[config.mk]
export PLATFORM = sky130hd
export DESIGN_NAME = acc_alu
export DESIGN_NICKNAME = d
export VERILOG_FILES = /design/src/rtl/acc_alu_pkg.sv /design/src/rtl/acc_alu_arith.sv /design/src/rtl/acc_alu_muldiv.sv /design/src/rtl/acc_alu_bitops.sv /design/src/rtl/acc_alu.sv
export SDC_FILE = /design/constraint.sdc
export NUM_CORES = 1
export LEC_CHECK = 0
export BUFFER_PORTS_ARGS = -buffer_cell sky130_fd_sc_hd__buf_2
export CAP_MARGIN = 20
export CORE_ASPECT_RATIO = 1.25
export CORE_MARGIN = 2
export CORE_UTILIZATION = 64
export CTS_CLUSTER_SIZE = 20
export DETAILED_ROUTE_END_ITERATION = 16
export GPL_TIMING_DRIVEN = 0
export PLACE_DENSITY = 0.84
export SKIP_LAST_GASP = 1
export SYNTH_ARGS = -nofsm -noshare
export SYNTH_HDL_FRONTEND = slang
export SYNTH_SLANG_ARGS = --single-unit
[constraint.sdc]
create_clock -name clk -period 24.9 [get_ports clk]
set_clock_uncertainty 0.1 [all_clocks]
set_input_delay 4.98 -clock clk [delete_from_list [all_inputs] [get_ports clk]]
set_output_delay 4.98 -clock clk [all_outputs]
set_load 0.05 [all_outputs]
[src/rtl/acc_alu_pkg.sv]
package acc_alu_pkg;
  localparam int DW   = 8;
  localparam int NW   = DW / 2;
  localparam int OP_W = 5;

  typedef enum logic [OP_W-1:0] {
    OP_ADD  = 5'd0,  OP_ADDC = 5'd1,  OP_SUBB = 5'd2,  OP_INC  = 5'd3,
    OP_DEC  = 5'd4,  OP_MUL  = 5'd5,  OP_DIV  = 5'd6,  OP_DA   = 5'd7,
    OP_AND  = 5'd8,  OP_OR   = 5'd9,  OP_XOR  = 5'd10, OP_CLR  = 5'd11,
    OP_CPL  = 5'd12, OP_RL   = 5'd13, OP_RLC  = 5'd14, OP_RR   = 5'd15,
    OP_RRC  = 5'd16, OP_SWAP = 5'd17
  } alu_op_e;

  typedef struct packed {
    logic [DW-1:0] acc;
    logic [DW-1:0] b;
    logic          cy;
    logic          cy_we;
    logic          ac;
    logic          ac_we;
    logic          ov;
    logic          ov_we;
  } alu_res_t;
endpackage

[src/rtl/acc_alu_arith.sv]
module acc_alu_arith
  import acc_alu_pkg::*;
(
  input  alu_op_e       op,
  input  logic [DW-1:0] a,
  input  logic [DW-1:0] o,
  input  logic [DW-1:0] b,
  input  logic          cy_in,
  input  logic          ac_in,
  output alu_res_t      res,
  output logic          hit
);
  localparam logic [NW-1:0] NINE   = NW'(9);
  localparam logic [DW:0]   ADJ_LO = (DW+1)'(6);
  localparam logic [DW:0]   ADJ_HI = ADJ_LO << NW;
  localparam logic [DW-1:0] ONE    = DW'(1);

  logic          cin;
  logic [DW:0]   sum, dif;
  logic [NW:0]   nsum, ndif;
  logic [DW-1:0] lsum, ldif;
  logic          lo_fix, hi_fix;
  logic [DW:0]   da1, da2;

  always_comb begin
    cin  = (op == OP_ADDC) ? cy_in : 1'b0;
    sum  = {1'b0, a} + {1'b0, o} + {{DW{1'b0}}, cin};
    nsum = {1'b0, a[NW-1:0]} + {1'b0, o[NW-1:0]} + {{NW{1'b0}}, cin};
    lsum = {1'b0, a[DW-2:0]} + {1'b0, o[DW-2:0]} + {{(DW-1){1'b0}}, cin};
    dif  = {1'b0, a} - {1'b0, o} - {{DW{1'b0}}, cy_in};
    ndif = {1'b0, a[NW-1:0]} - {1'b0, o[NW-1:0]} - {{NW{1'b0}}, cy_in};
    ldif = {1'b0, a[DW-2:0]} - {1'b0, o[DW-2:0]} - {{(DW-1){1'b0}}, cy_in};
    // decimal adjust: two chained corrections
    lo_fix = (a[NW-1:0] > NINE) || ac_in;
    da1    = {1'b0, a} + (lo_fix ? ADJ_LO : '0);
    hi_fix = (da1[DW-1:DW-NW] > NINE) || cy_in || da1[DW];
    da2    = {1'b0, da1[DW-1:0]} + (hi_fix ? ADJ_HI : '0);
  end

  always_comb begin
    res     = '0;
    res.acc = a;
    res.b   = b;
    res.cy  = cy_in;
    res.ac  = ac_in;
    hit     = 1'b1;
    case (op)
      OP_ADD, OP_ADDC: begin
        res.acc = sum[DW-1:0];
        res.cy  = sum[DW];
        res.ac  = nsum[NW];
        res.ov  = lsum[DW-1] ^ sum[DW];
        res.cy_we = 1'b1; res.ac_we = 1'b1; res.ov_we = 1'b1;
      end
      OP_SUBB: begin
        res.acc = dif[DW-1:0];
        res.cy  = dif[DW];
        res.ac  = ndif[NW];
        res.ov  = ldif[DW-1] ^ dif[DW];
        res.cy_we = 1'b1; res.ac_we = 1'b1; res.ov_we = 1'b1;
      end
      OP_INC: res.acc = a + ONE;
      OP_DEC: res.acc = a - ONE;
      OP_DA: begin
        res.acc   = da2[DW-1:0];
        res.cy    = cy_in | da1[DW] | da2[DW];
        res.cy_we = 1'b1;
      end
      default: hit = 1'b0;
    endcase
  end
endmodule

[src/rtl/acc_alu_muldiv.sv]
module acc_alu_muldiv
  import acc_alu_pkg::*;
(
  input  alu_op_e       op,
  input  logic [DW-1:0] a,
  input  logic [DW-1:0] b,
  input  logic          cy_in,
  input  logic          ac_in,
  output alu_res_t      res,
  output logic          hit
);
  logic [2*DW-1:0] prod;
  logic [DW:0]     rem;
  logic [DW-1:0]   quo;

  // restoring division, one trial subtraction per quotient bit
  always_comb begin
    prod = {{DW{1'b0}}, a} * {{DW{1'b0}}, b};
    rem  = '0;
    quo  = '0;
    for (int i = DW - 1; i >= 0; i--) begin
      rem = {rem[DW-1:0], a[i]};
      if (rem >= {1'b0, b}) begin
        rem    = rem - {1'b0, b};
        quo[i] = 1'b1;
      end
    end
  end

  always_comb begin
    res     = '0;
    res.acc = a;
    res.b   = b;
    res.cy  = cy_in;
    res.ac  = ac_in;
    hit     = 1'b1;
    case (op)
      OP_MUL: begin
        res.acc   = prod[DW-1:0];
        res.b     = prod[2*DW-1:DW];
        res.cy    = 1'b0;
        res.ov    = |prod[2*DW-1:DW];
        res.cy_we = 1'b1;
        res.ov_we = 1'b1;
      end
      OP_DIV: begin
        res.cy    = 1'b0;
        res.cy_we = 1'b1;
        res.ov_we = 1'b1;
        if (b == '0) begin
          res.ov = 1'b1;
        end else begin
          res.acc = quo;
          res.b   = rem[DW-1:0];
          res.ov  = 1'b0;
        end
      end
      default: hit = 1'b0;
    endcase
  end
endmodule

[src/rtl/acc_alu_bitops.sv]
module acc_alu_bitops
  import acc_alu_pkg::*;
(
  input  alu_op_e       op,
  input  logic [DW-1:0] a,
  input  logic [DW-1:0] o,
  input  logic [DW-1:0] b,
  input  logic          cy_in,
  input  logic          ac_in,
  output alu_res_t      res,
  output logic          hit
);
  always_comb begin
    res     = '0;
    res.acc = a;
    res.b   = b;
    res.cy  = cy_in;
    res.ac  = ac_in;
    hit     = 1'b1;
    case (op)
      OP_AND:  res.acc = a & o;
      OP_OR:   res.acc = a | o;
      OP_XOR:  res.acc = a ^ o;
      OP_CLR:  res.acc = '0;
      OP_CPL:  res.acc = ~a;
      OP_SWAP: res.acc = {a[NW-1:0], a[DW-1:NW]};
      OP_RL:   res.acc = {a[DW-2:0], a[DW-1]};
      OP_RR:   res.acc = {a[0], a[DW-1:1]};
      OP_RLC: begin
        res.acc   = {a[DW-2:0], cy_in};
        res.cy    = a[DW-1];
        res.cy_we = 1'b1;
      end
      OP_RRC: begin
        res.acc   = {cy_in, a[DW-1:1]};
        res.cy    = a[0];
        res.cy_we = 1'b1;
      end
      default: hit = 1'b0;
    endcase
  end
endmodule

[src/rtl/acc_alu.sv]
module acc_alu
  import acc_alu_pkg::*;
(
  input  logic            clk,
  input  logic            rst,
  input  logic [OP_W-1:0] op,
  input  logic [DW-1:0]   acc_in,
  input  logic [DW-1:0]   opnd_in,
  input  logic [DW-1:0]   b_in,
  input  logic            cy_in,
  input  logic            ac_in,
  output logic [DW-1:0]   acc_out,
  output logic [DW-1:0]   b_out,
  output logic            cy_out,
  output logic            cy_we,
  output logic            ac_out,
  output logic            ac_we,
  output logic            ov_out,
  output logic            ov_we
);
  alu_op_e  opc;
  alu_res_t ar_res, md_res, bo_res, nxt, q;
  logic     ar_hit, md_hit, bo_hit;

  assign opc = alu_op_e'(op);

  acc_alu_arith u_arith (
    .op(opc), .a(acc_in), .o(opnd_in), .b(b_in),
    .cy_in(cy_in), .ac_in(ac_in), .res(ar_res), .hit(ar_hit)
  );

  acc_alu_muldiv u_muldiv (
    .op(opc), .a(acc_in), .b(b_in),
    .cy_in(cy_in), .ac_in(ac_in), .res(md_res), .hit(md_hit)
  );

  acc_alu_bitops u_bitops (
    .op(opc), .a(acc_in), .o(opnd_in), .b(b_in),
    .cy_in(cy_in), .ac_in(ac_in), .res(bo_res), .hit(bo_hit)
  );

  always_comb begin
    if (ar_hit)      nxt = ar_res;
    else if (md_hit) nxt = md_res;
    else if (bo_hit) nxt = bo_res;
    else begin
      nxt     = '0;
      nxt.acc = acc_in;
      nxt.b   = b_in;
      nxt.cy  = cy_in;
      nxt.ac  = ac_in;
    end
  end

  always_ff @(posedge clk) begin
    if (rst) q <= '0;
    else     q <= nxt;
  end

  assign acc_out = q.acc;
  assign b_out   = q.b;
  assign cy_out  = q.cy;
  assign cy_we   = q.cy_we;
  assign ac_out  = q.ac;
  assign ac_we   = q.ac_we;
  assign ov_out  = q.ov;
  assign ov_we   = q.ov_we;

  a_r1_reset_clears: assert property (@(posedge clk)
    rst |=> (acc_out == '0 && b_out == '0 && !cy_we && !ac_we && !ov_we));

  a_r4_inc_wraps: assert property (@(posedge clk) disable iff (rst)
    (op == OP_INC) |=> (acc_out == $past(acc_in) + DW'(1) && !cy_we && !ac_we && !ov_we));

  a_r5_mul_flags: assert property (@(posedge clk) disable iff (rst)
    (op == OP_MUL) |=> (cy_we && !cy_out && ov_we && !ac_we));

  a_r7_div_zero: assert property (@(posedge clk) disable iff (rst)
    (op == OP_DIV && b_in == '0) |=> (ov_we && ov_out && cy_we && !cy_out));

  a_r8_da_keeps_carry: assert property (@(posedge clk) disable iff (rst)
    (op == OP_DA && cy_in) |=> (cy_we && cy_out && !ac_we && !ov_we));

  a_r9_logic_no_flags: assert property (@(posedge clk) disable iff (rst)
    (opc inside {OP_AND, OP_OR, OP_XOR, OP_CLR, OP_CPL, OP_SWAP}) |=> (!cy_we && !ac_we && !ov_we));

  a_r12_b_held: assert property (@(posedge clk) disable iff (rst)
    !(op == OP_MUL || op == OP_DIV) |=> (b_out == $past(b_in)));
endmodule

Yosys cells after proc, flatten, opt, wreduce, memory -nomap -nowiden

Index checks and enable logic that the tools add are counted.

Magnitude comparators: 10
Reductions and logical operators: 10
Equal/unequal tests: 17
Mux-type cells: 34
Add/subtract/negate cells: 24
Multipliers: 1
Bitwise gates (word level): 8

Operator list:

| operator              | count |
|---|---|
| $pmux W8 S10          | 1 |
| $mux W22              | 3 |
| $mux W8               | 8 |
| $ge A9 B8 Y1          | 7 |
| $sub A8 B8 Y8         | 7 |
| $eq A5 B4 Y1 const B  | 8 |
| $pmux W8 S5           | 1 |
| $pmux W18 S2          | 1 |
| $eq A5 B3 Y1 const B  | 4 |
| $add A8 B9 Y9         | 2 |
| $mul A8 B8 Y16        | 1 |
| $mux W16              | 1 |
| $mux W1               | 13 |
| $eq A5 B2 Y1 const B  | 2 |
| $eq A5 B5 Y1 const B  | 2 |
| $reduce_or A10 Y1     | 1 |
| $add A8 B8 Y9         | 1 |
| $add A9 B1 Y9         | 1 |
| $sub A8 B8 Y9         | 1 |
| $sub A9 B1 Y9         | 1 |
| $add A7 B7 Y8         | 1 |
| $add A8 B1 Y8         | 1 |
| $add A8 B1 Y8 const B | 1 |
| $and A8 B8 Y8         | 1 |
| 27 further kinds      | 34 |

Flip-flop bits (word level): 22
Bits of input ports: 33

Depth between registers and ports, before layout

Depth in word-level cells: 20
Gate-level depth with buffers: 88
Gate-level depth less buffers: 83

Cells and area by module

From an unflattened synthesis, not the netlist that was laid out.

Cell total of the unflattened synthesis: 1,292
Area, all modules: 10,037.1 sq um

Modules (own cells, without submodules):

| module         | area an instance (sq um) | seq. area each (sq um) | cells an instance | times used |
|---|---|---|---|---|
| acc_alu_muldiv | 5,691.7                  | 0.0                    | 742               | 1 |
| acc_alu_arith  | 1,886.8                  | 0.0                    | 256               | 1 |
| acc_alu        | 1,318.8                  | 440.4                  | 126               | 1 |
| acc_alu_bitops | 1,139.8                  | 0.0                    | 168               | 1 |

Least setup slack after synthesis

No wires, ideal clock.

Path type: input-to-reg
Start: input acc_in[7]
End: register q (netlist bit b_out[3])
Setup time: 123 ps
Stages on the path: 81
Required time: 24,677 ps
Buffers on the path: 5
Arrival time: 20,189 ps
Path slack: 4,488 ps
Cells stage by stage: clkbuf_1 > inv_2 > ha_1 > nor2b_1 > o211ai_4 > a21oi_1 > inv_1 > ha_1 > nand3b_1 > a21oi_1 > o31ai_4 > nand2_1 > mux2i_1 > inv_1 > ha_1 > or4_1 > o22ai_1 > nand2b_1 > [45 not listed] > o22ai_2 > buf_6 > o21ai_1 > inv_1 > ha_1 > nor2b_1 > o21ai_0 > nand2b_1 > a21o_1 > a21o_1 > a21o_1 > a21oi_1 > o21ai_0 > a21o_1 > a211o_1 > buf_6 > a41oi_1 > o21ai_1

Cells in the longest elaborated chain, start to end: 20
Elaborated cells between the ends (all ways): 29
Those cells by class: add/sub (8); mul (1); order compare (8); mux (12)

RTL lines:

| element                                       | line                                       | source |
|---|---|---|
| start, declared                               | acc_alu.sv:7                               | `input logic [DW-1:0] acc_in,` |
| $sub A1 B8 Y8 or $ge A1 B8 Y1 (tied branches) | acc_alu_muldiv.sv:24, acc_alu_muldiv.sv:23 |  |
| $mux W8                                       | acc_alu_muldiv.sv:23                       | `if (rem >= {1'b0, b}) begin` |
| $sub A8 B8 Y8 or $ge A9 B8 Y1 (tied branches) | acc_alu_muldiv.sv:24, acc_alu_muldiv.sv:23 |  |
| $mux W8                                       | acc_alu_muldiv.sv:23                       |  |
| $sub A8 B8 Y8 or $ge A9 B8 Y1 (tied branches) | acc_alu_muldiv.sv:24, acc_alu_muldiv.sv:23 |  |
| $mux W8                                       | acc_alu_muldiv.sv:23                       |  |
| $sub A8 B8 Y8 or $ge A9 B8 Y1 (tied branches) | acc_alu_muldiv.sv:24, acc_alu_muldiv.sv:23 |  |
| $mux W8                                       | acc_alu_muldiv.sv:23                       |  |
| [4 not listed]                                | -                                          |  |
| $sub A8 B8 Y8 or $ge A9 B8 Y1 (tied branches) | acc_alu_muldiv.sv:24, acc_alu_muldiv.sv:23 |  |
| $mux W8                                       | acc_alu_muldiv.sv:23                       |  |
| $ge A9 B8 Y1 or $sub A8 B8 Y8 (tied branches) | acc_alu_muldiv.sv:23, acc_alu_muldiv.sv:24 |  |
| $mux W8                                       | acc_alu_muldiv.sv:23                       |  |
| $mux W16                                      | acc_alu_muldiv.sv:50                       | `if (b == '0) begin` |
| $pmux W18 S2 *                                | acc_alu_muldiv.sv:37                       | `case (op)` |
| $mux W22 *                                    | acc_alu.sv:44                              | `else if (md_hit) nxt = md_res;` |
| $mux W22 *                                    | acc_alu.sv:43                              | `if (ar_hit) nxt = ar_res;` |
| end signal, assigned                          | acc_alu.sv:57                              | `else q <= nxt;` |
| end, declared                                 | acc_alu.sv:22                              | `alu_res_t ar_res, md_res, bo_res, nxt, q;` |

Mark *: on every way between the ends. The rest lies on a longest branch, timed or not.
A chain may end at the register's enable or synchronous reset.

Worst setup path after layout

Start: input b_in[1]
End: register q (netlist bit b_out[3])

Cells in the longest elaborated chain, start to end: 20
Elaborated cells between the ends (all ways): 30
Those cells by class: add/sub (8); mul (1); order compare (8); mux (12); reduce/logical (1)

RTL lines:

| element                                       | line                                       | source |
|---|---|---|
| start, declared                               | acc_alu.sv:9                               | `input logic [DW-1:0] b_in,` |
| $sub A1 B8 Y8 or $ge A1 B8 Y1 (tied branches) | acc_alu_muldiv.sv:24, acc_alu_muldiv.sv:23 |  |
| $mux W8                                       | acc_alu_muldiv.sv:23                       |  |
| $sub A8 B8 Y8 or $ge A9 B8 Y1 (tied branches) | acc_alu_muldiv.sv:24, acc_alu_muldiv.sv:23 |  |
| $mux W8                                       | acc_alu_muldiv.sv:23                       |  |
| $sub A8 B8 Y8 or $ge A9 B8 Y1 (tied branches) | acc_alu_muldiv.sv:24, acc_alu_muldiv.sv:23 |  |
| $mux W8                                       | acc_alu_muldiv.sv:23                       |  |
| $sub A8 B8 Y8 or $ge A9 B8 Y1 (tied branches) | acc_alu_muldiv.sv:24, acc_alu_muldiv.sv:23 |  |
| $mux W8                                       | acc_alu_muldiv.sv:23                       |  |
| [4 not listed]                                | -                                          |  |
| $sub A8 B8 Y8 or $ge A9 B8 Y1 (tied branches) | acc_alu_muldiv.sv:24, acc_alu_muldiv.sv:23 |  |
| $mux W8                                       | acc_alu_muldiv.sv:23                       |  |
| $ge A9 B8 Y1 or $sub A8 B8 Y8 (tied branches) | acc_alu_muldiv.sv:23, acc_alu_muldiv.sv:24 |  |
| $mux W8                                       | acc_alu_muldiv.sv:23                       |  |
| $mux W16                                      | acc_alu_muldiv.sv:50                       |  |
| $pmux W18 S2 *                                | acc_alu_muldiv.sv:37                       |  |
| $mux W22 *                                    | acc_alu.sv:44                              |  |
| $mux W22 *                                    | acc_alu.sv:43                              |  |

Marked as above.

==> impl_metrics.tcl <==
set metrics [dict create \
    maxCapViolCount 0 \
    synth_ff_type "dfxtp_1" \
    finalCritPeriodShare 0.9339 \
    final_core_util 0.7033 \
    nNetsFinal 1338 \
    p_leak_nw 4.355 \
    tns_ns 0 \
    hold_violations 0 \
    timing.slew.headroom 0.2325 \
    synth_nets 1282 \
    synth_top_cell_by_area "ha_1" \
    grt_pass1_vias 8438 \
    antenna_found_initial 0 \
    crit_path_start_kind "input port" \
    post_cts_buffers 0 \
    synth.yosys.seq_area_share 0.05296 \
    ioPinCount 55 \
    crit_buf_inv 12 \
    wirelength_um 26390 \
    gp_congestion 0.9976 \
    cts_tree "done" \
    slowest_stage "a21oi_1" \
    hold_path.class "input port to flip-flop" \
    drc 0 \
    drt_iter0_markers 681 \
    placed_area_sq_um 8798 \
    synth_cells 1057 \
    synth_edf_count 0 \
    yosysWarnings 0 \
    grt_pass1_wl_um 41990 \
    slew_violations 0 \
    worstSetupPathType "input port to flip-flop" \
    diodes 0 \
    worstMarginPinSlew_ns 1.142 \
    outcome "finished clean" \
    grt_max_degree 21 \
    ys_seq_elements 22 \
    synthArstFlopShare 0 \
    ant_nets 0 \
    root_buffer "clkbuf_16" \
    stdcell_area_sq_um 8905 \
    fin_hold_ws_ns 4.950 \
    drt-pass1-iter-count 7 \
    setup_viol 0 \
    die_w_um 106.0 \
    hold_buffers 0 \
    ir_drop_uv 65.79 \
    powerDensity_nw_per_um2 74.30 \
    overflow 0 \
    synth.area.top_cells "ha_1 21%, fa_1 12%, dfxtp_1 5.3%" \
    crit_end "b_out[3]" \
    htreeDepth 1 \
    dieArea_sq_um 13930 \
    clockBufferDepth 2 \
    avgSynthCellArea_sq_um 7.867 \
    rsz0062_at_grt "false" \
    areaGrowthSynthToFinish_pct 7.087 \
    max_stage_delay_ns 0.54 \
    crit_path_end_kind "flip-flop" \
    cp.depth 82 \
    rows 46 \
    cts_num_sinks 22 \
    die_h_um 131.4 \
    crit_arrival_ns 23.31 \
    yosysTopAreaCellShare 0.2137 \
    yosysUniqueCellTypes 84 \
    max_freq_mhz 43.00 \
    grt_usage 0.3807 \
    mappedNetlistArea_sq_um 8315 \
    via_per_inst 6.560 \
    numCtsBuffers 3 \
    drive_above_1_share 0.09622 \
    clk_pin_slew_ns 0.07 \
    crit_required_ns 24.96 \
    crit_top_cell "o21ai_0" \
    core-area_sq_um 12660 \
    cp_max_fo 13 \
    port_buffers 48 \
    initial_core_util 0.6567 \
    layout_min_cycle_time_ns 23.25 \
    wl_per_cell_um 20.61 \
    cts_resized 0 \
    crit_start "b_in[1]" \
    fillCellCount 1105 \
    crit_family "compound AO/OA/AOI/OAI gates" \
    vias 8397 \
    dp_hpwl_um 21160 \
]
stage by stage:
step	total power, mW	worst slack (ns)	std cells
final	0.6616	1.645	1280
after CTS	0.6478	1.604	1280
after global routing	0.7125	0.08409	1280
after floorplan	0.4863	4.488	1057
after global placement	0.5850	1.709	1273
after detailed placement	0.5965	1.380	1276
layout by cell type (no fill, tap or decap), types with 5 or more instances in the layout:
cell,n
a21boi_0,6
a221oi_1,8
fa_1,50
a21o_1,30
buf_2,50
o21bai_1,13
nor2_1,91
o22ai_1,8
a222oi_1,10
nor2b_1,24
nand4_1,10
a211oi_1,7
nand3b_1,5
nand2b_1,21
mux2_2,8
dfxtp_1,22
mux2i_1,14
inv_1,107
a31oi_1,6
nor3_1,11
a21oi_1,72
nand3_1,19
nor4_1,7
and3_1,5
o21a_1,8
o21ai_0,51
a22oi_1,13
o21ai_1,5
xnor2_1,45
clkbuf_1,27
or2_2,6
xor2_1,27
nand2_1,84
ha_1,142
cells by family after synthesis:
| group | count (synthesis) | share of synthesized area |
|---|---|---|
| DFF | 22 | 0.05296 |
| xor gates and xnor gates | 72 | 0.07584 |
| AOI/OAI and AO/OA | 291 | 0.2486 |
| buffers and inverters | 146 | 0.07027 |
| adders and majority gates | 192 | 0.3340 |
| muxes | 25 | 0.03310 |
| and+or+nand+nor | 309 | 0.1852 |
power breakdown:
part	leakage [nW]	internal (mW)	switching (mW)	total, mW
Combinational	4.12	0.248	0.323	0.571
Clock	0.0511	0.0321	0.0182	0.0503
Sequential	0.182	0.0386	0.00135	0.0400
layer usage:
metal	share of wire	wire length, um	GRT usage	vias to the layer above
li1	-	-	-	3874
met1	0.36	9597	0.4291	3943
met2	0.49	12990	0.6703	450
met3	0.075	1991	0.04464	130
met4	0.068	1805	0.2456	0
met5	0	0	0	-
flip-flops by register name, indices dropped and copies added (netlist names):
| register | cells |
|---|---|
| cy_out | 1 |
| ov_we | 1 |
| b_out | 8 |
| cy_we | 1 |
| ac_we | 1 |
| ac_out | 1 |
| acc_out | 8 |
| ov_out | 1 |
worst min path at each step:
stage	to	depth (start not counted)	from
after floorplan	b_out[2]	2	rst
after global placement	ac_out	3	ac_in
after detailed placement	ac_out	3	ac_in
after CTS	ac_out	3	ac_in
after global routing	ac_out	3	ac_in
final	ac_out	3	ac_in
cell type report:
| class | count | area (sq um) | area share |
|---|---|---|---|
| repair buffers | 51 | 260.3 | 0.02923 |
| inverters | 112 | 421.7 | 0.04735 |
| clock buffers | 3 | 75.07 | 0.008431 |
| well taps | 168 | 210.2 | 0.02361 |
| clock inverters | 1 | 30.03 | 0.003372 |
| plain buffers | 34 | 163.9 | 0.01841 |
| multi-input cells | 889 | 7303 | 0.8201 |
| flip-flops and latches | 22 | 440.4 | 0.04946 |
Yosys cell counts (7+ instances only):
| cell type | count |
|---|---|
| a211oi_1 | 7 |
| a21o_1 | 30 |
| a21oi_1 | 72 |
| a221oi_1 | 8 |
| a222oi_1 | 10 |
| a22oi_1 | 13 |
| clkbuf_1 | 28 |
| dfxtp_1 | 22 |
| fa_1 | 50 |
| ha_1 | 142 |
| inv_1 | 107 |
| mux2_2 | 8 |
| mux2i_1 | 14 |
| nand2_1 | 84 |
| nand2b_1 | 21 |
| nand3_1 | 19 |
| nand4_1 | 10 |
| nor2_1 | 91 |
| nor2b_1 | 24 |
| nor3_1 | 11 |
| nor4_1 | 9 |
| o21a_1 | 8 |
| o21ai_0 | 51 |
| o21bai_1 | 13 |
| o22ai_1 | 8 |
| xnor2_1 | 45 |
| xor2_1 | 27 |
Note: power is estimated with default switching activity, not from simulation.
